==> config.mk <==
export PLATFORM = sky130hd
export DESIGN_NAME = bcd_clock_calendar
export DESIGN_NICKNAME = d
export VERILOG_FILES = /design/src/rtl/bcd_clock_calendar.sv
export SDC_FILE = /design/constraint.sdc
export NUM_CORES = 1
export LEC_CHECK = 0
export ABC_CLOCK_PERIOD_IN_PS = 4400
export BUFFER_PORTS_ARGS = -buffer_cell sky130_fd_sc_hd__buf_2
export CAP_MARGIN = 5
export CORE_MARGIN = 1
export CORE_UTILIZATION = 50
export CTS_CLUSTER_DIAMETER = 100
export DETAILED_ROUTE_END_ITERATION = 6
export PLACE_DENSITY_LB_ADDON = 0.12
export SYNTH_ARGS = -nofsm -noshare
export SYNTH_HDL_FRONTEND = slang
export SYNTH_SLANG_ARGS = --single-unit
==> constraint.sdc <==
create_clock -name clk -period 4.4 [get_ports clk]
set_input_delay 0.22 -clock clk [delete_from_list [all_inputs] [get_ports clk]]
set_output_delay 0.22 -clock clk [all_outputs]
set_load 0.01 [all_outputs]
==> src/rtl/bcd_clock_calendar.sv <==
module bcd_clock_calendar #(
  parameter int TICKS_PER_SEC = 32768
) (
  input  logic       clk,
  input  logic       rst_n,
  input  logic       run_n,
  input  logic       wr_en,
  input  logic [2:0] wr_addr,
  input  logic [7:0] wr_data,
  input  logic [2:0] rd_addr,
  output logic [7:0] rd_data,
  output logic       sec_pulse
);
  localparam int CW = (TICKS_PER_SEC > 1) ? $clog2(TICKS_PER_SEC) : 1;
  localparam logic [CW-1:0] LAST = CW'(TICKS_PER_SEC - 1);

  logic [CW-1:0] cnt;
  logic [7:0] sec_r, min_r, hour_r, day_r, date_r, mon_r, year_r;

  function automatic logic [7:0] bcd_inc(input logic [7:0] v);
    return (v[3:0] == 4'd9) ? {v[7:4] + 4'd1, 4'd0} : {v[7:4], v[3:0] + 4'd1};
  endfunction

  function automatic logic [7:0] month_end(input logic [7:0] m, input logic [7:0] y);
    logic [6:0] yb;
    yb = 7'(y[7:4]) * 7'd10 + 7'(y[3:0]);
    case (m)
      8'h02:                      return (yb[1:0] == 2'b00) ? 8'h29 : 8'h28;
      8'h04, 8'h06, 8'h09, 8'h11: return 8'h30;
      default:                    return 8'h31;
    endcase
  endfunction

  wire tick = !run_n && (cnt == LAST);
  wire adv  = tick && !wr_en;

  wire h12      = hour_r[6];
  wire pm       = hour_r[5];
  wire hour_end = h12 ? (hour_r[4:0] == 5'h11 && pm) : (hour_r[5:0] == 6'h23);

  wire c_min  = adv   && (sec_r  == 8'h59);
  wire c_hour = c_min && (min_r  == 8'h59);
  wire c_day  = c_hour && hour_end;
  wire c_mon  = c_day && (date_r == month_end(mon_r, year_r));
  wire c_year = c_mon && (mon_r  == 8'h12);

  logic [7:0] hour_nx;
  always_comb begin
    if (!h12)
      hour_nx = (hour_r[5:0] == 6'h23) ? 8'h00 : {2'b00, bcd_inc({2'b00, hour_r[5:0]})[5:0]};
    else if (hour_r[4:0] == 5'h12)
      hour_nx = {2'b01, pm, 5'h01};
    else if (hour_r[4:0] == 5'h11)
      hour_nx = {2'b01, ~pm, 5'h12};
    else
      hour_nx = {2'b01, pm, bcd_inc({3'b000, hour_r[4:0]})[4:0]};
  end

  always_ff @(posedge clk) begin
    if (!rst_n) begin
      cnt <= '0; sec_pulse <= 1'b0;
      sec_r <= 8'h00; min_r <= 8'h00; hour_r <= 8'h00; day_r <= 8'h01;
      date_r <= 8'h01; mon_r <= 8'h01; year_r <= 8'h00;
    end else begin
      sec_pulse <= adv;
      if (wr_en && wr_addr == 3'd0) cnt <= '0;
      else if (!run_n)              cnt <= tick ? '0 : cnt + 1'b1;
      if (wr_en) begin
        case (wr_addr)
          3'd0: sec_r  <= {1'b0, wr_data[6:0]};
          3'd1: min_r  <= {1'b0, wr_data[6:0]};
          3'd2: hour_r <= {1'b0, wr_data[6:0]};
          3'd3: day_r  <= {5'b0, wr_data[2:0]};
          3'd4: date_r <= {2'b0, wr_data[5:0]};
          3'd5: mon_r  <= {3'b0, wr_data[4:0]};
          3'd6: year_r <= wr_data;
          default: ;
        endcase
      end else begin
        if (adv)    sec_r  <= (sec_r == 8'h59) ? 8'h00 : bcd_inc(sec_r);
        if (c_min)  min_r  <= (min_r == 8'h59) ? 8'h00 : bcd_inc(min_r);
        if (c_hour) hour_r <= hour_nx;
        if (c_day) begin
          day_r  <= (day_r == 8'h07) ? 8'h01 : day_r + 8'h01;
          date_r <= (date_r == month_end(mon_r, year_r)) ? 8'h01 : bcd_inc(date_r);
        end
        if (c_mon)  mon_r  <= (mon_r == 8'h12) ? 8'h01 : bcd_inc(mon_r);
        if (c_year) year_r <= (year_r == 8'h99) ? 8'h00 : bcd_inc(year_r);
      end
    end
  end

  always_comb begin
    case (rd_addr)
      3'd0: rd_data = sec_r;
      3'd1: rd_data = min_r;
      3'd2: rd_data = hour_r;
      3'd3: rd_data = day_r;
      3'd4: rd_data = date_r;
      3'd5: rd_data = mon_r;
      3'd6: rd_data = year_r;
      default: rd_data = 8'h00;
    endcase
  end


  halt_hold_chk: assert property (@(posedge clk) disable iff (!rst_n)
    (run_n && !wr_en) |=> ($stable(sec_r) && $stable(min_r) && !sec_pulse));


  pulse_src_chk: assert property (@(posedge clk) disable iff (!rst_n)
    sec_pulse |-> $past(!run_n && !wr_en));


  pulse_chg_chk: assert property (@(posedge clk) disable iff (!rst_n)
    sec_pulse |-> (sec_r != $past(sec_r)));


  mode_hold_chk: assert property (@(posedge clk) disable iff (!rst_n)
    !(wr_en && wr_addr == 3'd2) |=> $stable(hour_r[6]));
endmodule

**Yosys cells after proc, flatten, opt, wreduce, memory -nomap -nowiden**

Index checks and enable logic that the tools add are counted.

- Register bits after elaboration: 72
- Bits in latches: 0
- Memory bits (writable): 0
- Memory bits (read-only): 0
- Input port bits: 18
- Output and inout port bits: 9
- Memories kept: 0

- Add/subtract/negate cells: 16
- $mul: 1
- Div/mod/pow operators: 0
- Magnitude comparators: 0
- Equality and inequality tests: 44
- Shift-type cells: 0
- Muxes and demuxes: 46
- Bitwise logic cells: 2
- Reductions and logical operators: 42

Operators with widths:

| kind | count |
|---|---|
| $mux 8 | 35 |
| $pmux 8 s7 | 1 |
| $add 4x1->4 const B | 11 |
| $eq 4x4->1 const B | 6 |
| $eq 8x3->1 const B | 3 |
| $mux 6 | 4 |
| $eq 3x3->1 const B | 6 |
| $eq 8x5->1 const B | 2 |
| $eq 8x7->1 const B | 2 |
| $eq 8x8->1 | 2 |
| $add 15x1->15 const B | 1 |
| $eq 15x15->1 const B | 1 |
| $mux 15 | 1 |
| $reduce_and 3->1 | 5 |
| $reduce_bool 3->1 | 5 |
| $ne 2x1->1 const B | 7 |
| $reduce_and 2->1 | 7 |
| $eq 3x2->1 const B | 4 |
| $reduce_bool 2->1 | 6 |
| $eq 5x5->1 const B | 2 |
| $pmux 5 s2 | 1 |
| $logic_and 1x1->1 | 9 |
| $add 8x1->8 const B | 1 |
| $eq 8x2->1 const B | 1 |
| 23 further kinds | 28 |

**Logic depth before layout (Yosys ltp)**

Gate-level depths: netlist of the first run.

- Depth after elaboration: 13
- Depth in mapped cells: 9
- Mapped depth without buffers: 8

**Worst setup path before layout of the first run**

No wires, ideal clock.

- Path type: register to register
- From: reg cnt[0]
- To: reg sec_r[7]
- Arrival time: 2.159 ns
- Data required time: 4.329 ns
- Slack: 2.170 ns
- Stages on the path, launching flop included: 9
- Path buffers: 1
- Path through: dfxtp_1 -> ha_1 -> and4_1 -> and4bb_1 -> buf_4 -> a31oi_4 -> or2_4 -> or4_1 -> a21oi_1

- Cells in the longest elaborated chain, start to end: 5

Ends and longest elaborated chain:

| what | line | text |
|---|---|---|
| from (decl) | 17 | `logic [CW-1:0] cnt;` |
| from (signal assigned) | 67 | `else if (!run_n) cnt <= tick ? '0 : cnt + 1'b1;` |
| $eq 15x15->1 | 34 | `wire tick = !run_n && (cnt == LAST);` |
| $logic_and 1x1->1 | 34 |  |
| $logic_and 1x1->1 | 35 | `wire adv = tick && !wr_en;` |
| $reduce_bool 2->1 (no line) | n/a |  |
| $reduce_and 3->1 (no line) | n/a |  |
| to (signal assigned) | 70 | `3'd0: sec_r <= {1'b0, wr_data[6:0]};` |
| to (signal assigned) | 80 | `if (adv) sec_r <= (sec_r == 8'h59) ? 8'h00 : bcd_inc(sec_r);` |
| to (decl) | 18 | `logic [7:0] sec_r, min_r, hour_r, day_r, date_r, mon_r, year_r;` |

Every way passes these cells.
A chain may end at the register's enable or synchronous reset.

**Worst setup path after layout of the first run**

- From: reg cnt[0]
- To: reg date_r[4]

- Cells in the longest elaborated chain, start to end: 8

Ends and longest elaborated chain:

| what | line | text |
|---|---|---|
| $eq 15x15->1 | 34 |  |
| $logic_and 1x1->1 | 34 |  |
| $logic_and 1x1->1 | 35 |  |
| $logic_and 1x1->1 | 41 | `wire c_min = adv && (sec_r == 8'h59);` |
| $logic_and 1x1->1 | 42 | `wire c_hour = c_min && (min_r == 8'h59);` |
| $logic_and 1x1->1 | 43 | `wire c_day = c_hour && hour_end;` |
| $reduce_bool 2->1 (no line) | n/a |  |
| $reduce_and 3->1 (no line) | n/a |  |
| to (signal assigned) | 74 | `3'd4: date_r <= {2'b0, wr_data[5:0]};` |
| to (signal assigned) | 85 | `date_r <= (date_r == month_end(mon_r, year_r)) ? 8'h01 : bcd_inc(date_r);` |
| to (decl) | 18 |  |

Every way passes these cells.

==> metrics.txt, run 1 <==
outcome=completed; PwrDens=253 nW/um2; area grow syn2layout=6.70%; final hold violations=0; CP startpoint kind=flip-flop; setup ws final=1.67 ns; Clock Latency Late Sink=0.36 ns; end of the worst hold path=hour_r[6]; number of max-cap violations=0; Die Height=102 um; post-detail-place hpwl=10600 um; vias in the first global route=4376; Worst Path Required=4.62 ns; IO buf count=26; drt total wl=14900 um; setup bufs post-CTS=0; Tot Pwr=1.35 mW; Least-Margin Pin Slew=0.742 ns; reg2reg start=cnt[0]; dpl ws=1.65 ns; Core ar.=9730 um2; post-synthesis cell area=5010 um2; Max H-tree Level=3; clock skew=0.0156 ns; Min-Delay Path Class=in2reg; total I/O pin count=27; syn nets=677; EDFF count, synth=0; total track usage=29.4%; R2R depth=7; First DRT Iteration DRCs=324; Initial DRT Pass Iterations=5; share of cells above drive strength 1=12.1%; Reg clk slew, reported paths=0.08 ns; DRC Markers=0; Post-synth ARST share=0%; endpoints failing setup=0; register area share after synthesis=28.4%; multi-input logic area=3340 um2; Clock Path Buffers=2; worst-path maximum fanout=12; width of the die=102 um; Synth Warn #=0; Row Count=36; global-route wire length before repair=23100 um; post-layout util=54.9%; Worst R2R Setup Slack=1.67 ns; routed len/inst=18.9 um; critical path type=reg2reg; Initial Util=51.5%; root buffer cell=clkbuf_8; total CTS buffers=9; Slew HR=50.5%; Resized Gates After CTS=0; CTS tree=built; min-delay src=wr_data[6]; crit share post-route=62.1%; vias per cell=6.28; RePlAce Congestion=0.921; CP arrival=2.95 ns; via count=4932; Gate Count Post-Synth=640; Leakage=1.92 nW; Setup TNS=0 ns; Worst Hold Path Cells=3; clock sink count=71; Worst Setup End Kind=flip-flop; Nets=684; Routed Antenna Nets=0; post-synth cell types=83; #FFs+latches synth=71; Max Clk Rate=0.366 GHz; post-synthesis average cell area=7.82 um2; commonest non-fill, non-tap cells in the layout=nand2_1, dfxtp_1, nor2_1; unrepaired setup endpoints after global routing=false; antenna violations before repair=0; Slew Limit Fails=0; dominant synthesized flop cell=dfxtp_1; Reg2Reg Capture Point=date_r[4]; fillcell total=977; hold_buf cts=0; Period minus WS final=2.73 ns; register area=1420 um2; Peak supply drop=161 uV; gr ovfl total=0; largest net degree at the start of global routing=38; Die ar.=10400 um2; Antenna Cells=0
==> final cells by class <==
type                       instances  share of cell area, %
clock buffer                      10                   2.39
clock inverter                     6                   1.15
inverter                          22                   1.55
multi-input combinational        515                   62.5
sequential                        71                   26.6
tap                              133                   3.11
timing repair buffer              28                   2.72
==> logic make-up after synthesis <==
| logic type | share of synthesized area [%] |
|---|---|
| AOI/OAI and AO/OA | 21.9 |
| xor gates and xnor gates | 2.45 |
| adders and majority gates | 4.75 |
| buffers and inverters | 4.95 |
| DFF | 28.4 |
| muxes | 7.57 |
| and+or+nand+nor | 30.0 |
==> worst max-delay path: stages (launching register included) <==
cell and delay, ns:
dfxtp_1 0.44, ha_1 0.26, and4_1 0.20, and4bb_1 0.43
o2111a_2 0.47, nand4_1 0.41, nand2b_1 0.28, a311oi_1 0.12
==> per-stage QoR <==
step           instance area (um2)  hold WS (ns)  std cells
4_1_cts                       5340         0.117        785
5_1_grt                       5340         0.134        785
3_3_place_gp                  5150         0.470        769
2_1_floorplan                 5010         0.356        640
6_report                      5340         0.132        785
3_5_place_dp                  5150         0.483        769
==> power breakdown <==
part	leakage (nW)	switching, mW	internal, mW
logic	1.25	0.0960	0.0512
clock network	0.0960	0.274	0.260
registers	0.574	0.0185	0.652
==> state kept, by name (all words and copies together) (netlist names) <==
signal     count
cnt           15
date_r         8
day_r          8
hour_r         7
min_r          8
mon_r          8
sec_pulse      1
sec_r          8
year_r         8
==> per-layer routing <==
layer	part of all wire, %	GRT usage, %	up-vias	wire (um)
met5	0	0	-	0
met4	2.4	12.0	0	355
met3	6.7	4.99	26	989
met2	45	44.7	195	6690
met1	46	41.2	2367	6830
li1	-	-	2344	-
==> synth_stat cells (all sizes together), types with 9 or more instances <==
cell type	n	area share (%)
nand2	71	5.3
o21ai	47	4.8
ha	19	4.7
nor2	65	4.9
nor3b	10	1.5
mux2i	15	3.0
o21a	9	1.3
nand2b	9	1.1
nand3b	10	1.5
a31oi	11	1.7
nand3	39	3.9
dfxtp	71	28
buf	11	1.6
nor2b	13	1.6
nor3	17	1.8
a21oi	41	4.3
clkbuf	20	1.5
inv	21	1.6
==> worst max-delay path by stage <==
stage | start | endpoint | cells after the start
finish | cnt[0] | date_r[4] | 7
CTS | cnt[0] | mon_r[6] | 7
floorplan | cnt[0] | sec_r[7] | 8
detailed placement | wr_en | mon_r[6] | 7
global route | cnt[0] | date_r[5] | 7
global placement | wr_en | mon_r[6] | 7
Note: power is estimated with default switching activity, not from simulation.
==> inputs of run 2 (changes only) <==
--- a/config.mk
+++ b/config.mk
@@ -5,7 +5,7 @@
 export SDC_FILE = /design/constraint.sdc
 export NUM_CORES = 1
 export LEC_CHECK = 0
-export ABC_CLOCK_PERIOD_IN_PS = 4400
+export ABC_CLOCK_PERIOD_IN_PS = 2700
 export BUFFER_PORTS_ARGS = -buffer_cell sky130_fd_sc_hd__buf_2
 export CAP_MARGIN = 5
 export CORE_MARGIN = 1
==> constraint.sdc (replaced) <==
create_clock -name clk -period 2.7 [get_ports clk]
set_input_delay 0.135 -clock clk [delete_from_list [all_inputs] [get_ports clk]]
set_output_delay 0.135 -clock clk [all_outputs]
set_load 0.01 [all_outputs]
==> metrics.txt, run 2 (synthesized netlist as in run 1, its figures left out) <==
endpoints failing setup=0 (unchanged); Leakage=2.00 nW (was 1.92 nW); worst-path maximum fanout=12 (unchanged); drt total wl=14900 um (about the same); outcome=completed (unchanged); Setup TNS=0 ns (unchanged); CTS tree=built (unchanged); IO buf count=26 (unchanged); Least-Margin Pin Slew=0.786 ns (was 0.742 ns); Peak supply drop=352 uV (was 161 uV); Worst Path Required=2.95 ns (was 4.62 ns); First DRT Iteration DRCs=349 (was 324); total track usage=29.8% (was 29.4%); antenna violations before repair=0 (unchanged); routed len/inst=18.6 um (was 18.9 um); Reg clk slew, reported paths=0.08 ns (about the same); post-detail-place hpwl=10800 um (was 10600 um); PwrDens=413 nW/um2 (was 253 nW/um2); largest net degree at the start of global routing=37 (was 38); R2R depth=8 (was 7); clock sink count=71 (unchanged); Worst R2R Setup Slack=0.22 ns (was 1.67 ns); grt met3 use=5.54% (was 4.99%); Die Height=102 um (unchanged); unrepaired setup endpoints after global routing=false (unchanged); end of the worst hold path=hour_r[6] (unchanged); commonest non-fill, non-tap cells in the layout=nand2_1, dfxtp_1, nor2_1 (unchanged); max FFs per register=15 (unchanged); Clock Latency Late Sink=0.36 ns (about the same); gr ovfl total=0 (unchanged); Initial DRT Pass Iterations=5 (unchanged); Top Usage Layer GRT=met2 (unchanged); Routed Antenna Nets=0 (unchanged); Core ar.=9730 um2 (unchanged); Largest Register=cnt (unchanged); area grow syn2layout=9.15% (was 6.70%); Nets=698 (was 684); RePlAce Congestion=0.945 (was 0.921); vias in the first global route=4502 (was 4376); total I/O pin count=27 (unchanged); reg2reg start=mon_r[4] (was cnt[0]); width of the die=102 um (unchanged); Max H-tree Level=3 (unchanged); min-delay src=wr_data[6] (unchanged); Worst Setup End Kind=flip-flop (unchanged); Worst Hold Path Cells=3 (unchanged); Period minus WS final=2.48 ns (was 2.73 ns); DRC Markers=0 (unchanged); share of cells above drive strength 1=14.1% (was 12.1%); Row Count=36 (unchanged); M1 GR Usage=40.5% (was 41.2%); root buffer cell=clkbuf_8 (unchanged); Max Clk Rate=0.403 GHz (was 0.366 GHz); Reg2Reg Capture Point=mon_r[0] (was date_r[4]); clock skew=0.0162 ns (was 0.0156 ns); Min-Delay Path Class=in2reg (unchanged); global-route wire length before repair=23400 um (was 23100 um); final hold violations=0 (unchanged); via count=4958 (was 4932); Clock Path Buffers=2 (unchanged); Initial Util=51.5% (unchanged); register area=1420 um2 (unchanged); CP arrival=2.73 ns (was 2.95 ns); vias per cell=6.21 (was 6.28); Antenna Cells=0 (unchanged); total CTS buffers=9 (unchanged); fillcell total=954 (was 977); crit share post-route=92.0% (was 62.1%); number of max-cap violations=0 (unchanged); GR Layer Usage met2=46.7% (was 44.7%); multi-input logic area=3340 um2 (unchanged); critical path type=reg2reg (unchanged); Die ar.=10400 um2 (unchanged); Slew Limit Fails=0 (unchanged); Slew HR=47.1% (was 50.5%); CP startpoint kind=flip-flop (unchanged); post-layout util=56.2% (was 54.9%)
-- run 2: cell types whose count changed in the layout (fill, tap and decap cells not counted), sizes merged --
cell,before,now
inv,21,22
clkinv,5,4
buf,28,42
-- run 2: final cells by class --
cell class / instances / area share [%]
Inverter: 22 / 1.51
Sequential cell: 71 / 26.0
Multi-Input combinational cell: 515 / 61.1
Clock buffer: 10 / 2.52
Clock inverter: 6 / 1.26
Tap cell: 133 / 3.04
Timing Repair Buffer: 42 / 4.58
-- run 2: worst max-delay path by stage --
| stage | startpoint | endpoint | slack, ns | cells after the start |
|---|---|---|---|---|
| detailed placement | mon_r[4] | mon_r[0] | 0.24 | 8 |
| global placement | mon_r[4] | mon_r[0] | 0.35 | 8 |
| CTS | mon_r[4] | mon_r[0] | 0.24 | 8 |
| finish | mon_r[4] | mon_r[0] | 0.22 | 8 |
| floorplan | cnt[0] | sec_r[7] | 0.47 | 8 |
| global route | mon_r[4] | mon_r[0] | 0.04 | 8 |
-- run 2: critical path: stages (launching register included) --
cell and delay, ns:
dfxtp_1 0.37, inv_1 0.09, ha_1 0.19, nor4b_2 0.38
nand4_1 0.17, a21oi_1 0.33, and4_4 0.38, o21ai_0 0.11
a221o_1 0.36
-- run 2: power breakdown --
part / switching (mW) / internal (mW) / total (mW) / leakage [nW]
Clock: 0.457 / 0.457 / 0.914 / 0.103
Combinational: 0.165 / 0.0919 / 0.257 / 1.32
Sequential: 0.0241 / 1.06 / 1.09 / 0.574
-- run 2: through the flow --
| stage | cell area (um2) | setup slack [ns] | instances | hold WS, ns | power (mW) |
|---|---|---|---|---|---|
| floorplan | 5010 | 0.470 | 640 | 0.271 | 1.27 |
| global placement | 5250 | 0.347 | 782 | 0.421 | 1.36 |
| detailed placement | 5250 | 0.238 | 782 | 0.429 | 1.36 |
| CTS | 5460 | 0.237 | 798 | 0.0444 | 2.27 |
| global route | 5470 | 0.0361 | 799 | 0.0628 | 2.34 |
| finish | 5470 | 0.216 | 799 | 0.0581 | 2.26 |
-- run 2: repair_timing --
item,in CTS,in global routing
endpoints found under the setup margin,0,1
endpoints found under the hold margin,0,0
resized for setup,0,0
setup buffers,0,1
hold buffers,0,0
-- run 2: layer usage --
| layer | share of wire, % | routed length [um] |
|---|---|---|
| met1 | 45 | 6750 |
| met2 | 44 | 6610 |
| met3 | 7.5 | 1120 |
| met4 | 2.9 | 432 |
| met5 | 0 | 0 |
==> inputs of run 3 (changes only) <==
--- a/config.mk
+++ b/config.mk
@@ -9,10 +9,11 @@
 export BUFFER_PORTS_ARGS = -buffer_cell sky130_fd_sc_hd__buf_2
 export CAP_MARGIN = 5
 export CORE_MARGIN = 1
-export CORE_UTILIZATION = 50
+export CORE_UTILIZATION = 60
 export CTS_CLUSTER_DIAMETER = 100
 export DETAILED_ROUTE_END_ITERATION = 6
-export PLACE_DENSITY_LB_ADDON = 0.12
+export PLACE_DENSITY_LB_ADDON = 0.05
+export RECOVER_POWER = 100
 export SYNTH_ARGS = -nofsm -noshare
 export SYNTH_HDL_FRONTEND = slang
 export SYNTH_SLANG_ARGS = --single-unit
==> metrics.txt, run 3 (synthesized netlist as in run 1, its figures left out) <==
R2R depth=7 (was 8); Reg clk slew, reported paths=0.07 ns (was 0.08 ns); endpoints failing setup=0 (unchanged); Setup TNS=0 ns (unchanged); total track usage=34.8% (was 29.8%); Critical path buffers and inverters=0 (was 1); final instance area=5370 um2 (was 5470 um2); commonest non-fill, non-tap cells in the layout=nand2_1, dfxtp_1, nor2_1 (unchanged); antenna violations before repair=0 (unchanged); global-route wire length before repair=23300 um (was 23400 um); Initial Util=63.5% (was 51.5%); Antenna Cells=0 (unchanged); Slew HR=23.3% (was 47.1%); CP startpoint kind=flip-flop (unchanged); total I/O pin count=27 (unchanged); Period minus WS final=2.60 ns (was 2.48 ns); Worst path depth=7 (was 8); outcome=completed (unchanged); switching power=612 uW (was 646 uW); PwrDens=412 nW/um2 (was 413 nW/um2); drt total wl=14500 um (was 14900 um); worst-path maximum fanout=10 (was 12); width of the die=93.4 um (was 102 um); vias in the first global route=4675 (was 4502); clock power share=39.8% (was 40.5%); Die Height=93.4 um (was 102 um); area grow syn2layout=7.27% (was 9.15%); total CTS buffers=9 (unchanged); Row Count=32 (was 36); post-detail-place hpwl=10400 um (was 10800 um); Worst Path Required=2.96 ns (was 2.95 ns); Clock Latency Late Sink=0.35 ns (was 0.36 ns); routed len/inst=18.9 um (was 18.6 um); Peak supply drop=324 uV (was 352 uV); Largest Register=cnt (unchanged); number of max-cap violations=0 (unchanged); Worst Hold Path Cells=3 (unchanged); Int Pwr=1.60 mW (was 1.61 mW); via count=5059 (was 4958); multi-input logic area=3320 um2 (was 3340 um2); Min-Delay Path Class=in2reg (unchanged); fillcell total=692 (was 954); Resized Gates After CTS=0 (unchanged); largest net degree at the start of global routing=36 (was 37); RePlAce Congestion=0.955 (was 0.945); clock skew=0.0147 ns (was 0.0162 ns); Leakage=1.95 nW (was 2.00 nW); DRC Markers=0 (unchanged); Initial DRT Pass Iterations=7 (was 5); CTS tree=built (unchanged); final hold violations=0 (unchanged); Worst Setup End Kind=flip-flop (unchanged); CP max stage cell=or4_1 (was nor4b_2); CP arrival=2.86 ns (was 2.73 ns); vias per cell=6.60 (was 6.21); Nets=696 (was 698); Sw Ratio=27.6% (was 28.6%); clock sink count=71 (unchanged); critical path type=reg2reg (unchanged); reg2reg start=cnt[1] (was mon_r[4]); max FFs per register=15 (unchanged); Tot Pwr=2.21 mW (was 2.26 mW); Clock Path Buffers=2 (unchanged); Post-DP Area=5200 um2 (was 5250 um2); sequential fraction of design power=49.1% (was 48.1%); gr ovfl total=0 (unchanged); CP cell instances=ha_1 > and4_1 > and4bb_1 > a31oi_4 > or2_0 > or4_1 > a21oi_1 (was inv_1 > ha_1 > nor4b_2 > nand4_1 > a21oi_1 > and4_4 > o21ai_0 > a221o_1); Least-Margin Pin Slew=1.15 ns (was 0.786 ns); IO buf count=26 (unchanged); share of cells above drive strength 1=11.9% (was 14.1%); Core ar.=7890 um2 (was 9730 um2); Max Clk Rate=0.384 GHz (was 0.403 GHz); Die ar.=8720 um2 (was 10400 um2); crit share post-route=96.3% (was 92.0%); cell family with most CP delay=simple AND/OR/NAND/NOR gates (unchanged); Slew Limit Fails=0 (unchanged); root buffer cell=clkbuf_8 (unchanged); Gate power share=11.1% (was 11.4%); Routed Antenna Nets=0 (unchanged); min-delay src=run_n (was wr_data[6]); register area=1420 um2 (unchanged); First DRT Iteration DRCs=485 (was 349); Max H-tree Level=3 (unchanged); crit path from=cnt[1] (was mon_r[4]); Worst path max stage delay=0.54 ns (was 0.38 ns)
[run 3: cell types whose count changed in the layout (fill, tap and decap cells not counted)]
cell      previous run  this run
or2_0                0         1
buf_4               16        12
clkinv_2             1         2
clkinv_4             2         0
a21oi_4              1         0
a21oi_1             40        41
buf_2               26        18
clkbuf_1             0        11
or2_4                1         0
[run 3: power by group through the flow]
stage,clock [mW],combinational [mW],sequential [mW]
after floorplan,0,0.170,1.10
after global placement,0,0.236,1.11
after detailed placement,0,0.241,1.11
after CTS,0.894,0.242,1.09
after global routing,0.934,0.267,1.09
final,0.881,0.246,1.09
[run 3: timing repair]
item / 4_1_cts / 5_1_grt
setup endpoints to repair: 0 / 6
setup buffers: 0 / 1
hold buffers: 0 / 0
[run 3: final timing paths]
path / slack (ns) / endpoint
worst max-delay path: 0.1 / sec_r[7]
worst max register to register: 0.1 / sec_r[7]
worst min register to register: 0.50 / cnt[11]
worst min-delay path: 0.08 / cnt[0]
[run 3: per-layer routing]
| metal | global-route usage, % | wire, um | vias up |
|---|---|---|---|
| li1 | - | - | 2364 |
| met2 | 55.6 | 6470 | 258 |
| met1 | 46.0 | 6120 | 2380 |
| met4 | 16.8 | 677 | 0 |
| met5 | 0 | 0 | - |
| met3 | 4.88 | 1190 | 57 |
[run 3: cell type report]
class,count,share of cell area [%]
well taps,102,2.38
flip-flops and latches,71,26.5
clock buffers,11,2.63
clock inverters,5,1.05
inverters,22,1.54
multi-input cells,515,61.9
repair buffers,40,4.05
[run 3: worst min-delay path: stages]
cell and delay [ns]:
buf_2 0.14, nand2_1 0.06, a21oi_1 0.05
[run 3: stage by stage]
step	util (%)	cells	setup slack, ns	hold slack (ns)
after floorplan	-	640	0.470	0.271
after global placement	65.9	749	0.256	0.437
after detailed placement	65.9	749	0.194	0.445
after CTS	68.4	765	0.177	0.0831
after global routing	68.1	766	-0.0761	0.104
final	68.1	766	0.0991	0.0847
